<file path="config.mk">
export PLATFORM = sky130hd
export DESIGN_NAME = irq_gather
export DESIGN_NICKNAME = d
export VERILOG_FILES = /design/src/rtl/irq_gather_pkg.sv /design/src/rtl/irq_edge_cell.sv /design/src/rtl/irq_host_regs.sv /design/src/rtl/irq_gather.sv
export SDC_FILE = /design/constraint.sdc
export NUM_CORES = 1
export LEC_CHECK = 0
export CAP_MARGIN = 40
export CORE_UTILIZATION = 44
export DETAILED_ROUTE_END_ITERATION = 10
export PLACE_DENSITY_LB_ADDON = 0.3
export SLEW_MARGIN = 20
export SYNTH_ARGS = -nofsm -noshare
export SYNTH_HDL_FRONTEND = slang
export SYNTH_HIERARCHICAL = 1
export SYNTH_SLANG_ARGS = --single-unit
</file>
<file path="constraint.sdc">
create_clock -name clk -period 1.4 [get_ports clk]
set_input_delay 0.28 -clock clk [delete_from_list [all_inputs] [get_ports clk]]
set_output_delay 0.28 -clock clk [all_outputs]
set_load 0.005 [all_outputs]
</file>
<file path="src/rtl/irq_gather_pkg.sv">
// Shared constants for the interrupt gatherer: source count, bit
// positions of each event source, and the register address map.
// Assumes exactly two controllers with one lock and one lost-lock
// event each.
package irq_gather_pkg;
    localparam int unsigned SRC_N  = 4;
    localparam int unsigned ADDR_W = 2;

    // Bit positions shared by the enable and flag registers.
    localparam int unsigned BIT_B_LOCK = 0;
    localparam int unsigned BIT_B_LOST = 1;
    localparam int unsigned BIT_A_LOCK = 2;
    localparam int unsigned BIT_A_LOST = 3;

    typedef enum logic [ADDR_W-1:0] {
        REG_ENABLE = 2'd0,
        REG_FLAGS  = 2'd1,
        REG_LIVE_A = 2'd2,
        REG_LIVE_B = 2'd3
    } reg_addr_e;
endpackage

</file>
<file path="src/rtl/irq_edge_cell.sv">
// One event source: samples the raw level each clock, detects a
// false-to-true change between consecutive samples, and holds a sticky
// flag. Assumes clr_i is a single-cycle strobe raised when the host
// writes 0 to this source's enable bit. A clear wins over a
// simultaneous edge.
module irq_edge_cell (
    input  logic clk,
    input  logic rst_n,
    input  logic src_i,
    input  logic en_i,
    input  logic clr_i,
    output logic live_o,
    output logic flag_o
);
    logic samp_q;
    logic prev_q;
    logic rise;

    // Two-stage sampler: the current sample and the one before it.
    always_ff @(posedge clk) begin
        if (!rst_n) begin
            samp_q <= 1'b0;
            prev_q <= 1'b0;
        end else begin
            samp_q <= src_i;
            prev_q <= samp_q;
        end
    end

    // A rising change is a sample that is high while the previous one was low.
    assign rise = samp_q & ~prev_q;

    // Sticky flag: a clear has priority, otherwise latch an enabled rise.
    always_ff @(posedge clk) begin
        if (!rst_n)
            flag_o <= 1'b0;
        else if (clr_i)
            flag_o <= 1'b0;
        else if (en_i && rise)
            flag_o <= 1'b1;
    end

    assign live_o = samp_q;

    // a flag only ever turns on after an enabled rising sample.
    a_r3_set_needs_rise: assert property (@(posedge clk) disable iff (!rst_n)
        (!$past(flag_o) && flag_o) |-> $past(samp_q && !prev_q && en_i));

    // once set, a flag holds until a clear strobe.
    a_r4_flag_sticky: assert property (@(posedge clk) disable iff (!rst_n)
        ($past(flag_o) && !$past(clr_i)) |-> flag_o);

    // a clear strobe always leaves the flag low on the next cycle.
    a_r6_clear_wins: assert property (@(posedge clk) disable iff (!rst_n)
        clr_i |=> !flag_o);

    // a disabled source never shows a set flag.
    a_r7_disabled_clear: assert property (@(posedge clk) disable iff (!rst_n)
        !en_i |-> !flag_o);
endmodule

</file>
<file path="src/rtl/irq_host_regs.sv">
// Host register port: holds the enable register, produces per-source
// clear strobes when an enable bit is written 0, and multiplexes read
// data. Assumes read data is consumed combinationally in the same cycle
// as the address. Writes outside the enable address are dropped.
module irq_host_regs
    import irq_gather_pkg::*;
#(
    parameter int unsigned DATA_W = 8
) (
    input  logic              clk,
    input  logic              rst_n,
    input  logic              we_i,
    input  logic [ADDR_W-1:0] addr_i,
    input  logic [SRC_N-1:0]  wdata_i,
    input  logic [SRC_N-1:0]  flags_i,
    input  logic [SRC_N-1:0]  live_i,
    output logic [SRC_N-1:0]  enable_o,
    output logic [SRC_N-1:0]  clear_o,
    output logic [DATA_W-1:0] rdata_o
);
    localparam int unsigned HALF_N = SRC_N / 2;

    logic en_write;

    assign en_write = we_i && (reg_addr_e'(addr_i) == REG_ENABLE);

    // Enable register: the only host-writable state.
    always_ff @(posedge clk) begin
        if (!rst_n)
            enable_o <= '0;
        else if (en_write)
            enable_o <= wdata_i;
    end

    // Clear strobes: every enable bit written 0 wipes its flag.
    assign clear_o = en_write ? ~wdata_i : '0;

    // Read multiplexer with zero fill above the defined fields.
    always_comb begin
        rdata_o = '0;
        unique case (reg_addr_e'(addr_i))
            REG_ENABLE: rdata_o[SRC_N-1:0]  = enable_o;
            REG_FLAGS:  rdata_o[SRC_N-1:0]  = flags_i;
            REG_LIVE_A: rdata_o[HALF_N-1:0] = live_i[SRC_N-1:HALF_N];
            REG_LIVE_B: rdata_o[HALF_N-1:0] = live_i[HALF_N-1:0];
            default:    rdata_o = '0;
        endcase
    end

    // the enable register changes only through a write to its address.
    a_r8_enable_write_only: assert property (@(posedge clk) disable iff (!rst_n)
        !$past(en_write) |-> (enable_o == $past(enable_o)));
endmodule

</file>
<file path="src/rtl/irq_gather.sv">
// Top level: maps the four controller event levels onto their bit
// positions, builds one edge cell per source, and drives the interrupt
// line from the enabled flags. Assumes source levels are already
// synchronous to clk.
module irq_gather
    import irq_gather_pkg::*;
#(
    parameter int unsigned DATA_W = 8
) (
    input  logic              clk,
    input  logic              rst_n,
    input  logic              ctla_lock_i,
    input  logic              ctla_lost_i,
    input  logic              ctlb_lock_i,
    input  logic              ctlb_lost_i,
    input  logic              reg_we_i,
    input  logic [ADDR_W-1:0] reg_addr_i,
    input  logic [SRC_N-1:0]  reg_wdata_i,
    output logic [DATA_W-1:0] reg_rdata_o,
    output logic              irq_o
);
    logic [SRC_N-1:0] src_vec;
    logic [SRC_N-1:0] enable;
    logic [SRC_N-1:0] clear;
    logic [SRC_N-1:0] flags;
    logic [SRC_N-1:0] live;

    // Place each event level at its register bit position.
    always_comb begin
        src_vec             = '0;
        src_vec[BIT_A_LOST] = ctla_lost_i;
        src_vec[BIT_A_LOCK] = ctla_lock_i;
        src_vec[BIT_B_LOST] = ctlb_lost_i;
        src_vec[BIT_B_LOCK] = ctlb_lock_i;
    end

    // One edge-detect and sticky-flag cell per event source.
    for (genvar g = 0; g < SRC_N; g++) begin : g_cell
        irq_edge_cell i_cell (
            .clk    (clk),
            .rst_n  (rst_n),
            .src_i  (src_vec[g]),
            .en_i   (enable[g]),
            .clr_i  (clear[g]),
            .live_o (live[g]),
            .flag_o (flags[g])
        );
    end

    irq_host_regs #(.DATA_W(DATA_W)) i_regs (
        .clk      (clk),
        .rst_n    (rst_n),
        .we_i     (reg_we_i),
        .addr_i   (reg_addr_i),
        .wdata_i  (reg_wdata_i),
        .flags_i  (flags),
        .live_i   (live),
        .enable_o (enable),
        .clear_o  (clear),
        .rdata_o  (reg_rdata_o)
    );

    // Interrupt line: any flag whose source is enabled.
    assign irq_o = |(enable & flags);

    // writing all enables to 0 leaves the interrupt line low.
    a_r6_all_off_quiet: assert property (@(posedge clk) disable iff (!rst_n)
        ($past(reg_we_i) && $past(reg_addr_i) == REG_ENABLE && $past(reg_wdata_i) == '0)
        |-> !irq_o);
endmodule

</file>
==> flow_summary.json, run 1 <==
{
  "finalHoldWorstSlack_ns": 0.458,
  "grt_pass1_vias": 537,
  "clk_pin_slew_ns": 0.08,
  "layout-drive-gt1-share_pct": 36.4,
  "cap_violations": 0,
  "placementRows": 14,
  "ys.flop_type": "dfxtp_1",
  "synth_seq_area_share_pct": 44.3,
  "p_per_area_nw_per_um2": 823,
  "crit_path_end_kind": "output pin",
  "yosysMostFrequentCell": "dfxtp_1",
  "timing.final.ws_setup_ns": -0.0832,
  "grt_max_degree": 20,
  "critPathCapture": "reg_rdata_o[1]",
  "seq_area_um2": 330,
  "viasPerCell": 4.89,
  "cts.sinks": 16,
  "fin_tns_setup_ns": -0.165,
  "cts_buffer_depth": 2,
  "path_class": "reg2out",
  "die_area_um2": 1810,
  "hpwlAfterDp_um": 963,
  "coreArea_um2": 1520,
  "synth_top_area_share_pct": 44.3,
  "cts_hold_buf": 0,
  "diodes": 0,
  "timing_hold_violations_final": 0,
  "synth_edf_count": 0,
  "multi_input_comb_area_um2": 357,
  "cts_tree": "yes",
  "grt_setup_unrepaired": "true",
  "synth_commonest_cells": "dfxtp_1 (16), nand2_1 (9), and2_1 (8)",
  "h-tree-depth": 1,
  "io_pins": 22,
  "yosys_warnings": 6,
  "ff2ff_setup_slack_ns": 0.59,
  "numCtsBuffers": 3,
  "synthCells": 75,
  "grt_util_all_layers_pct": 16.5,
  "grt_first_pass_wirelength_mm": 2.16,
  "fillers": 123,
  "synth_area_leader_cell": "dfxtp_1",
  "status": "finished, violations left",
  "ys_async_sr_fraction_pct": 0,
  "vias": 602,
  "crit_start": "g_cell[1].i_cell/live_o$_SDFF_PN0_",
  "hold_class": "reg2reg",
  "fin_skew_ns": 0.000147,
  "initial_utilization_pct": 47.5,
  "path_max_fanout": 3,
  "period_needed_ns": 1.48,
  "syn_area_um2": 723,
  "min_period_over_period_pct": 106,
  "r2r_start": "i_regs/enable_o[0]$_SDFFE_PN0P_",
  "wl_per_cell_um": 11.0,
  "setup_violations": 2,
  "routed_wl_mm": 1.35,
  "antenna_found_initial": 0,
  "drc": 0,
  "ir_drop_mv": 0.529,
  "final_util_pct": 66.9,
  "fin_nets": 122,
  "gp_congestion": 0.723,
  "die_w_um": 42.5,
  "clock_latency_ns": 0.28,
  "fmax_ghz": 0.674,
  "firstDrtPassIters": 3,
  "cts-root-buf": "clkbuf_4",
  "place_ws_ns": -0.752,
  "synth_area_per_cell_um2": 9.64,
  "netlist_top_cells_area": "dfxtp_1 (44%), mux2i_1 (8.3%), and2_1 (6.9%)",
  "drv_slew": 0,
  "area_growth_pct": 41.0,
  "p_leak_nw": 0.448,
  "required_ns": 1.12,
  "gr-total-overflow": 0,
  "fp.dieH_um": 42.5,
  "synth-seq-cells": 16,
  "drtIter0Drc": 9,
  "violations": "setup timing",
  "synth_cell_type_count": 17,
  "ant_nets": 0,
  "port_buffers": 17,
  "r2r-end": "g_cell[0].i_cell/flag_o$_SDFFE_PP0P_",
  "start_kind": "flip-flop",
  "reg2regPathDepth": 4,
  "cp.arrival_ns": 1.20
}
==> how the worst min path moves through the flow <==
stage	from	to	slack, ns	cells after the start
6_report	g_cell[2].i_cell/flag_o$_SDFFE_PP0P_	g_cell[2].i_cell/flag_o$_SDFFE_PP0P_	0.46	2
5_1_grt	g_cell[2].i_cell/flag_o$_SDFFE_PP0P_	g_cell[2].i_cell/flag_o$_SDFFE_PP0P_	0.48	2
4_1_cts	g_cell[2].i_cell/flag_o$_SDFFE_PP0P_	g_cell[2].i_cell/flag_o$_SDFFE_PP0P_	0.46	2
3_5_place_dp	g_cell[2].i_cell/flag_o$_SDFFE_PP0P_	g_cell[2].i_cell/flag_o$_SDFFE_PP0P_	0.45	2
3_3_place_gp	g_cell[3].i_cell/flag_o$_SDFFE_PP0P_	g_cell[3].i_cell/flag_o$_SDFFE_PP0P_	0.45	2
2_1_floorplan	rst_n	g_cell[0].i_cell/live_o$_SDFF_PN0_	0.40	1
==> area by class of cell <==
class	count	share of cell area, %
inverter	4	1.47
timing repair buffer	33	27.0
tap	16	1.96
multi-input combinational	51	35.0
clock buffer	3	2.21
sequential	16	32.4
==> layer usage <==
| layer | vias up | part of all wire [%] | global-route usage, % |
|---|---|---|---|
| met4 | 0 | 3.3 | 12.5 |
| met1 | 273 | 41 | 19.2 |
| met2 | 20 | 52 | 26.8 |
| met5 | - | 0 | 0 |
| li1 | 302 | - | - |
| met3 | 7 | 4.2 | 2.59 |
==> cell usage in the layout, fill, tap and decap left out <==
master           count
buf_4               14
clkdlybuf4s50_1     10
nand2_1              9
and2_1               8
dfxtp_2              8
dfxtp_1              8
mux2i_1              6
nor2_1               6
buf_2                5
inv_1                4
nand3b_1             4
nand2b_1             4
a21oi_1              4
conb_1               4
clkbuf_4             3
a22oi_2              2
mux4_2               2
or3b_4               1
nor3b_4              1
clkbuf_2             1
dlygate4sd2_1        1
buf_6                1
buf_12               1
==> per-stage QoR <==
stage | instance area [µm²] | power, mW | instances
finish | 1020 | 0.840 | 123
global route | 1020 | 0.881 | 123
CTS | 1010 | 0.847 | 122
detailed placement | 967 | 0.617 | 115
global placement | 967 | 0.614 | 115
floorplan | 734 | 0.550 | 78
==> repair_timing <==
item,in CTS,in global routing
resized for setup,33,2
pin swaps,2,3
setup buffers,4,1
endpoints found under the setup margin,9,4
==> cells by family after synthesis <==
family / synth area share [%]
other cells: 0.519
buf+inv: 9.34
compound gates: 4.84
mux: 14.5
simple gates: 26.5
flops: 44.3
==> flip-flops by register name (all words and copies together), names as in the netlist <==
signal,flops
g_cell.i_cell/flag_o,4
g_cell.i_cell/live_o,4
g_cell.i_cell/prev_q,4
i_regs/enable_o,4
==> worst max-delay path, stage by stage (launching register included) <==
cell and delay, ns:
dfxtp_2 0.33, mux4_2 0.46, buf_2 0.14
==> report_power, final <==
| group | internal, mW | switching [mW] |
|---|---|---|
| registers | 0.472 | 0.00693 |
| clock network | 0.0999 | 0.132 |
| logic | 0.0811 | 0.0478 |
(Power assumes the default switching activity.)
==> run 2: changes to the inputs <==
--- a/config.mk
+++ b/config.mk
@@ -6,6 +6,7 @@
 export NUM_CORES = 1
 export LEC_CHECK = 0
 export CAP_MARGIN = 40
+export CORE_ASPECT_RATIO = 0.9
 export CORE_UTILIZATION = 44
 export DETAILED_ROUTE_END_ITERATION = 10
 export PLACE_DENSITY_LB_ADDON = 0.3
==> flow_summary.json, run 2 (synthesis gave the netlist of run 1 again) <==
{
  "port_buffers": 17,
  "firstDrtPassIters": 4,
  "coreArea_um2": 1500,
  "place_ws_ns": -0.727,
  "drc": 0,
  "layout-drive-gt1-share_pct": 36.2,
  "area_growth_pct": 41.0,
  "ant_nets": 0,
  "io_pins": 22,
  "wl_per_cell_um": 12.1,
  "cap_violations": 0,
  "status": "finished, violations left",
  "fin_cells": 127,
  "min_period_over_period_pct": 106,
  "fmax_ghz": 0.671,
  "crit_path_end_kind": "output pin",
  "timing_hold_violations_final": 0,
  "max_stage_delay_ns": 0.46,
  "cts_hold_buf": 0,
  "die_area_um2": 1810,
  "path_max_fanout": 3,
  "placementRows": 13,
  "antenna_found_initial": 0,
  "placed_area_um2": 962,
  "h-tree-depth": 1,
  "fp.dieH_um": 40.5,
  "initial_utilization_pct": 48.3,
  "grt_setup_unrepaired": "true",
  "fin_skew_ns": 0.00212,
  "layout_common_cells": "buf_4 (10), clkdlybuf4s50_1 (10), nand2_1 (9), dfxtp_2 (9), and2_1 (8)",
  "gr-total-overflow": 0,
  "hpwlAfterDp_mm": 1.13,
  "dp.cells": 121,
  "gp_congestion": 0.801,
  "start_kind": "flip-flop",
  "required_ns": 1.12,
  "fin_nets": 120,
  "hold_class": "reg2reg",
  "vias": 594,
  "crit_family": "multiplexers",
  "violations": "setup timing",
  "clock_latency_ns": 0.28,
  "timing.final.ws_setup_ns": -0.0892,
  "ir_drop_mv": 0.623,
  "path_class": "reg2out",
  "cts.sinks": 16,
  "cts_buffer_depth": 2,
  "grt_first_pass_wirelength_mm": 2.28,
  "grt_util_all_layers_pct": 18.8,
  "drtIter0Drc": 11,
  "final_area_um2": 1020,
  "p_leak_nw": 0.432,
  "numCtsBuffers": 3,
  "grt_max_degree": 16,
  "drv_slew": 0,
  "diodes": 0,
  "path_cells": "mux4_2, clkbuf_2",
  "p_per_area_nw_per_um2": 829,
  "die_w_um": 44.7,
  "grt_pass1_vias": 526,
  "period_needed_ns": 1.49,
  "routed_wl_mm": 1.54,
  "worst_path_max_delay_cell": "mux4_2",
  "cp.arrival_ns": 1.21,
  "setup_violations": 2,
  "cts_tree": "yes",
  "path_buf_inv": 1,
  "clk_pin_slew_ns": 0.09,
  "cts-root-buf": "clkbuf_4",
  "viasPerCell": 4.68
}
## run 2: worst paths after layout
kind	from	to	slack (ns)	cells past startpoint
setup / recovery	g_cell[1].i_cell/live_o$_SDFF_PN0_	reg_rdata_o[1]	-0.09	2
hold / removal	g_cell[3].i_cell/flag_o$_SDFFE_PP0P_	g_cell[3].i_cell/flag_o$_SDFFE_PP0P_	0.47	2
setup reg to reg	i_regs/enable_o[0]$_SDFFE_PN0P_	g_cell[0].i_cell/flag_o$_SDFFE_PP0P_	0.65	3
hold reg to reg	g_cell[3].i_cell/flag_o$_SDFFE_PP0P_	g_cell[3].i_cell/flag_o$_SDFFE_PP0P_	0.47	2
## run 2: metrics by stage
stage          hold WS [ns]  setup TNS (ns)  power (mW)  utilization, %
6_report              0.469          -0.174       0.845            68.1
5_1_grt               0.487          -0.274       0.882            68.1
4_1_cts               0.467          -0.273       0.853            68.0
3_5_place_dp          0.457           -4.77       0.613            64.3
3_3_place_gp          0.447           -4.35       0.609            64.3
2_1_floorplan         0.402               0       0.550               -
## run 2: report_power, final
group          switching [mW]  internal, mW
combinational          0.0461        0.0766
sequential             0.0100         0.473
clock                   0.140        0.0998
total                   0.196         0.649
## run 2: timing repair
item / 4_1_cts / 5_1_grt
setup endpoints to repair: 9 / 5
resized for setup: 28 / 11
pin swaps: 3 / 4
setup buffers: 3 / 0
## run 2: cell type report
cell class	count	area [µm²]
clock buffers	3	22.5
repair buffers	31	267
fillers	127	477
inverters	4	15.0
well taps	22	27.5
multi-input cells	51	357
flip-flops and latches	16	332
## run 2: worst reg2reg max path: stages, from the launching register on
cell      delay [ns]
dfxtp_2         0.34
buf_6           0.10
nand3b_1        0.07
a21oi_1         0.16
## run 2: routing by layer
layer	up-vias	GRT usage, %	share of wire (%)
met5	-	0	0
met4	0	11.4	0.85
met3	2	4.50	6.4
met2	23	31.6	46
met1	272	22.2	46
li1	297	-	-
==> run 3: changes to the inputs <==
--- a/config.mk
+++ b/config.mk
@@ -9,7 +9,7 @@
 export CORE_ASPECT_RATIO = 0.9
 export CORE_UTILIZATION = 44
 export DETAILED_ROUTE_END_ITERATION = 10
-export PLACE_DENSITY_LB_ADDON = 0.3
+export PLACE_DENSITY = 0.73
 export SLEW_MARGIN = 20
 export SYNTH_ARGS = -nofsm -noshare
 export SYNTH_HDL_FRONTEND = slang
==> flow_summary.json, run 3 (synthesis gave the netlist of run 1 again) <==
{
  "status": "finished, violations left",
  "violations": "setup timing",
  "crit_family": "multiplexers",
  "gr-usage-met1_pct": 22.4,
  "grt_first_pass_wirelength_mm": 2.28,
  "hpwlAfterDp_mm": 1.01,
  "layout-drive-gt1-share_pct": 36.1,
  "combPwrFrac_pct": 15.6,
  "min_period_over_period_pct": 106,
  "layout_commonest_cell": "buf_4",
  "fin_nets": 123,
  "grt_max_degree": 16,
  "cts_buffer_depth": 2,
  "layout_common_cells": "buf_4 (15), clkdlybuf4s50_1 (10), nand2_1 (9)",
  "area_growth_pct": 43.4,
  "h-tree-depth": 1,
  "period_needed_ns": 1.48,
  "vias": 592,
  "crit_path_end_kind": "output pin",
  "sw_frac_of_total_pct": 22.0,
  "drc": 0,
  "initial_utilization_pct": 48.3,
  "viasPerCell": 4.55,
  "wl_per_cell_um": 10.9,
  "hold_class": "reg2reg",
  "power.internal_mw": 0.655,
  "gr-total-overflow": 0,
  "clk_pin_slew_ns": 0.08,
  "die_w_um": 44.7,
  "clock_latency_ns": 0.27,
  "diodes": 0,
  "required_ns": 1.12,
  "met2_usage_pct": 31.3,
  "worst_path_max_delay_cell": "mux4_2",
  "cts.sinks": 16,
  "dp.cells": 123,
  "numCtsBuffers": 3,
  "grt_pass1_vias": 532,
  "cap_violations": 0,
  "pwr-share-seq_pct": 57.3,
  "drtIter0Drc": 8,
  "cts_hold_buf": 0,
  "busiest_layer": "met2",
  "grt_use_met3_pct": 4.50,
  "setup_violations": 2,
  "path_class": "reg2out",
  "io_pins": 22,
  "placementRows": 13,
  "path_max_fanout": 3,
  "routed_wl_mm": 1.42,
  "start_kind": "flip-flop",
  "timing_hold_violations_final": 0,
  "fin_cells": 130,
  "grt_setup_unrepaired": "true",
  "firstDrtPassIters": 4,
  "cts_tree": "yes",
  "place_ws_ns": -0.727,
  "path_buf_inv": 1,
  "die_area_um2": 1810,
  "cp.arrival_ns": 1.20,
  "antenna_found_initial": 0,
  "fin_skew_ns": 0.00140,
  "p_leak_nw": 0.443,
  "clockPowerShare_pct": 27.1,
  "p_per_area_nw_per_um2": 809,
  "coreArea_um2": 1500,
  "switchingPower_mw": 0.184,
  "port_buffers": 17,
  "ir_drop_mv": 0.623,
  "fp.dieH_um": 40.5,
  "fmax_ghz": 0.677,
  "finalHoldWorstSlack_ns": 0.460,
  "placed_area_um2": 977,
  "final_area_um2": 1040,
  "gp_congestion": 0.780,
  "path_cells": "mux4_2, buf_2",
  "max_stage_delay_ns": 0.46,
  "cts-root-buf": "clkbuf_4",
  "ant_nets": 0,
  "drv_slew": 0,
  "grt_util_all_layers_pct": 18.8,
  "fin_tns_setup_ns": -0.142,
  "timing.final.ws_setup_ns": -0.0772
}
## run 3: through the flow
stage | total power [mW] | utilization (%)
global route | 0.885 | 69.3
detailed placement | 0.616 | 65.3
floorplan | 0.550 | -
CTS | 0.848 | 67.2
finish | 0.839 | 69.3
global placement | 0.613 | 65.3
## run 3: cell type report
type	count	area, µm²
fill	113	459
tap	22	27.5
sequential	16	330
multi-input combinational	51	355
timing repair buffer	34	287
inverter	4	15.0
clock buffer	3	22.5
## run 3: worst paths after layout
check                                                     startpoint                                   end  slack (ns)  depth (start not counted)
worst min register to register  g_cell[3].i_cell/flag_o$_SDFFE_PP0P_  g_cell[3].i_cell/flag_o$_SDFFE_PP0P_        0.46                          2
worst min-delay path            g_cell[3].i_cell/flag_o$_SDFFE_PP0P_  g_cell[3].i_cell/flag_o$_SDFFE_PP0P_        0.46                          2
worst max register to register       i_regs/enable_o[0]$_SDFFE_PN0P_  g_cell[0].i_cell/flag_o$_SDFFE_PP0P_        0.60                          4
worst max-delay path              g_cell[0].i_cell/live_o$_SDFF_PN0_                        reg_rdata_o[0]       -0.08                          2
## run 3: what timing repair did
item / in CTS / in global routing
pin swaps: 2 / 2
buffers inserted: 1 / 3
setup endpoints to repair: 9 / 5
gates resized for setup: 26 / 9
## run 3: worst reg2reg max path, cell delays in order (launching register included)
cell and delay, ns:
dfxtp_2 0.34, buf_6 0.09, buf_4 0.10, nand3b_1 0.07
a21oi_1 0.14
## run 3: per-layer routing
metal | wire (µm) | share of wire [%]
met1 | 659 | 46
met2 | 667 | 47
met3 | 84 | 5.9
met4 | 10 | 0.70
met5 | 0 | 0
## run 3: power groups by stage
stage	Sequential, mW	Clock [mW]	Combinational (mW)
2_1_floorplan	0.488	0	0.0621
3_3_place_gp	0.489	0	0.124
3_5_place_dp	0.490	0	0.126
4_1_cts	0.480	0.242	0.126
5_1_grt	0.483	0.259	0.144
6_report	0.481	0.227	0.131
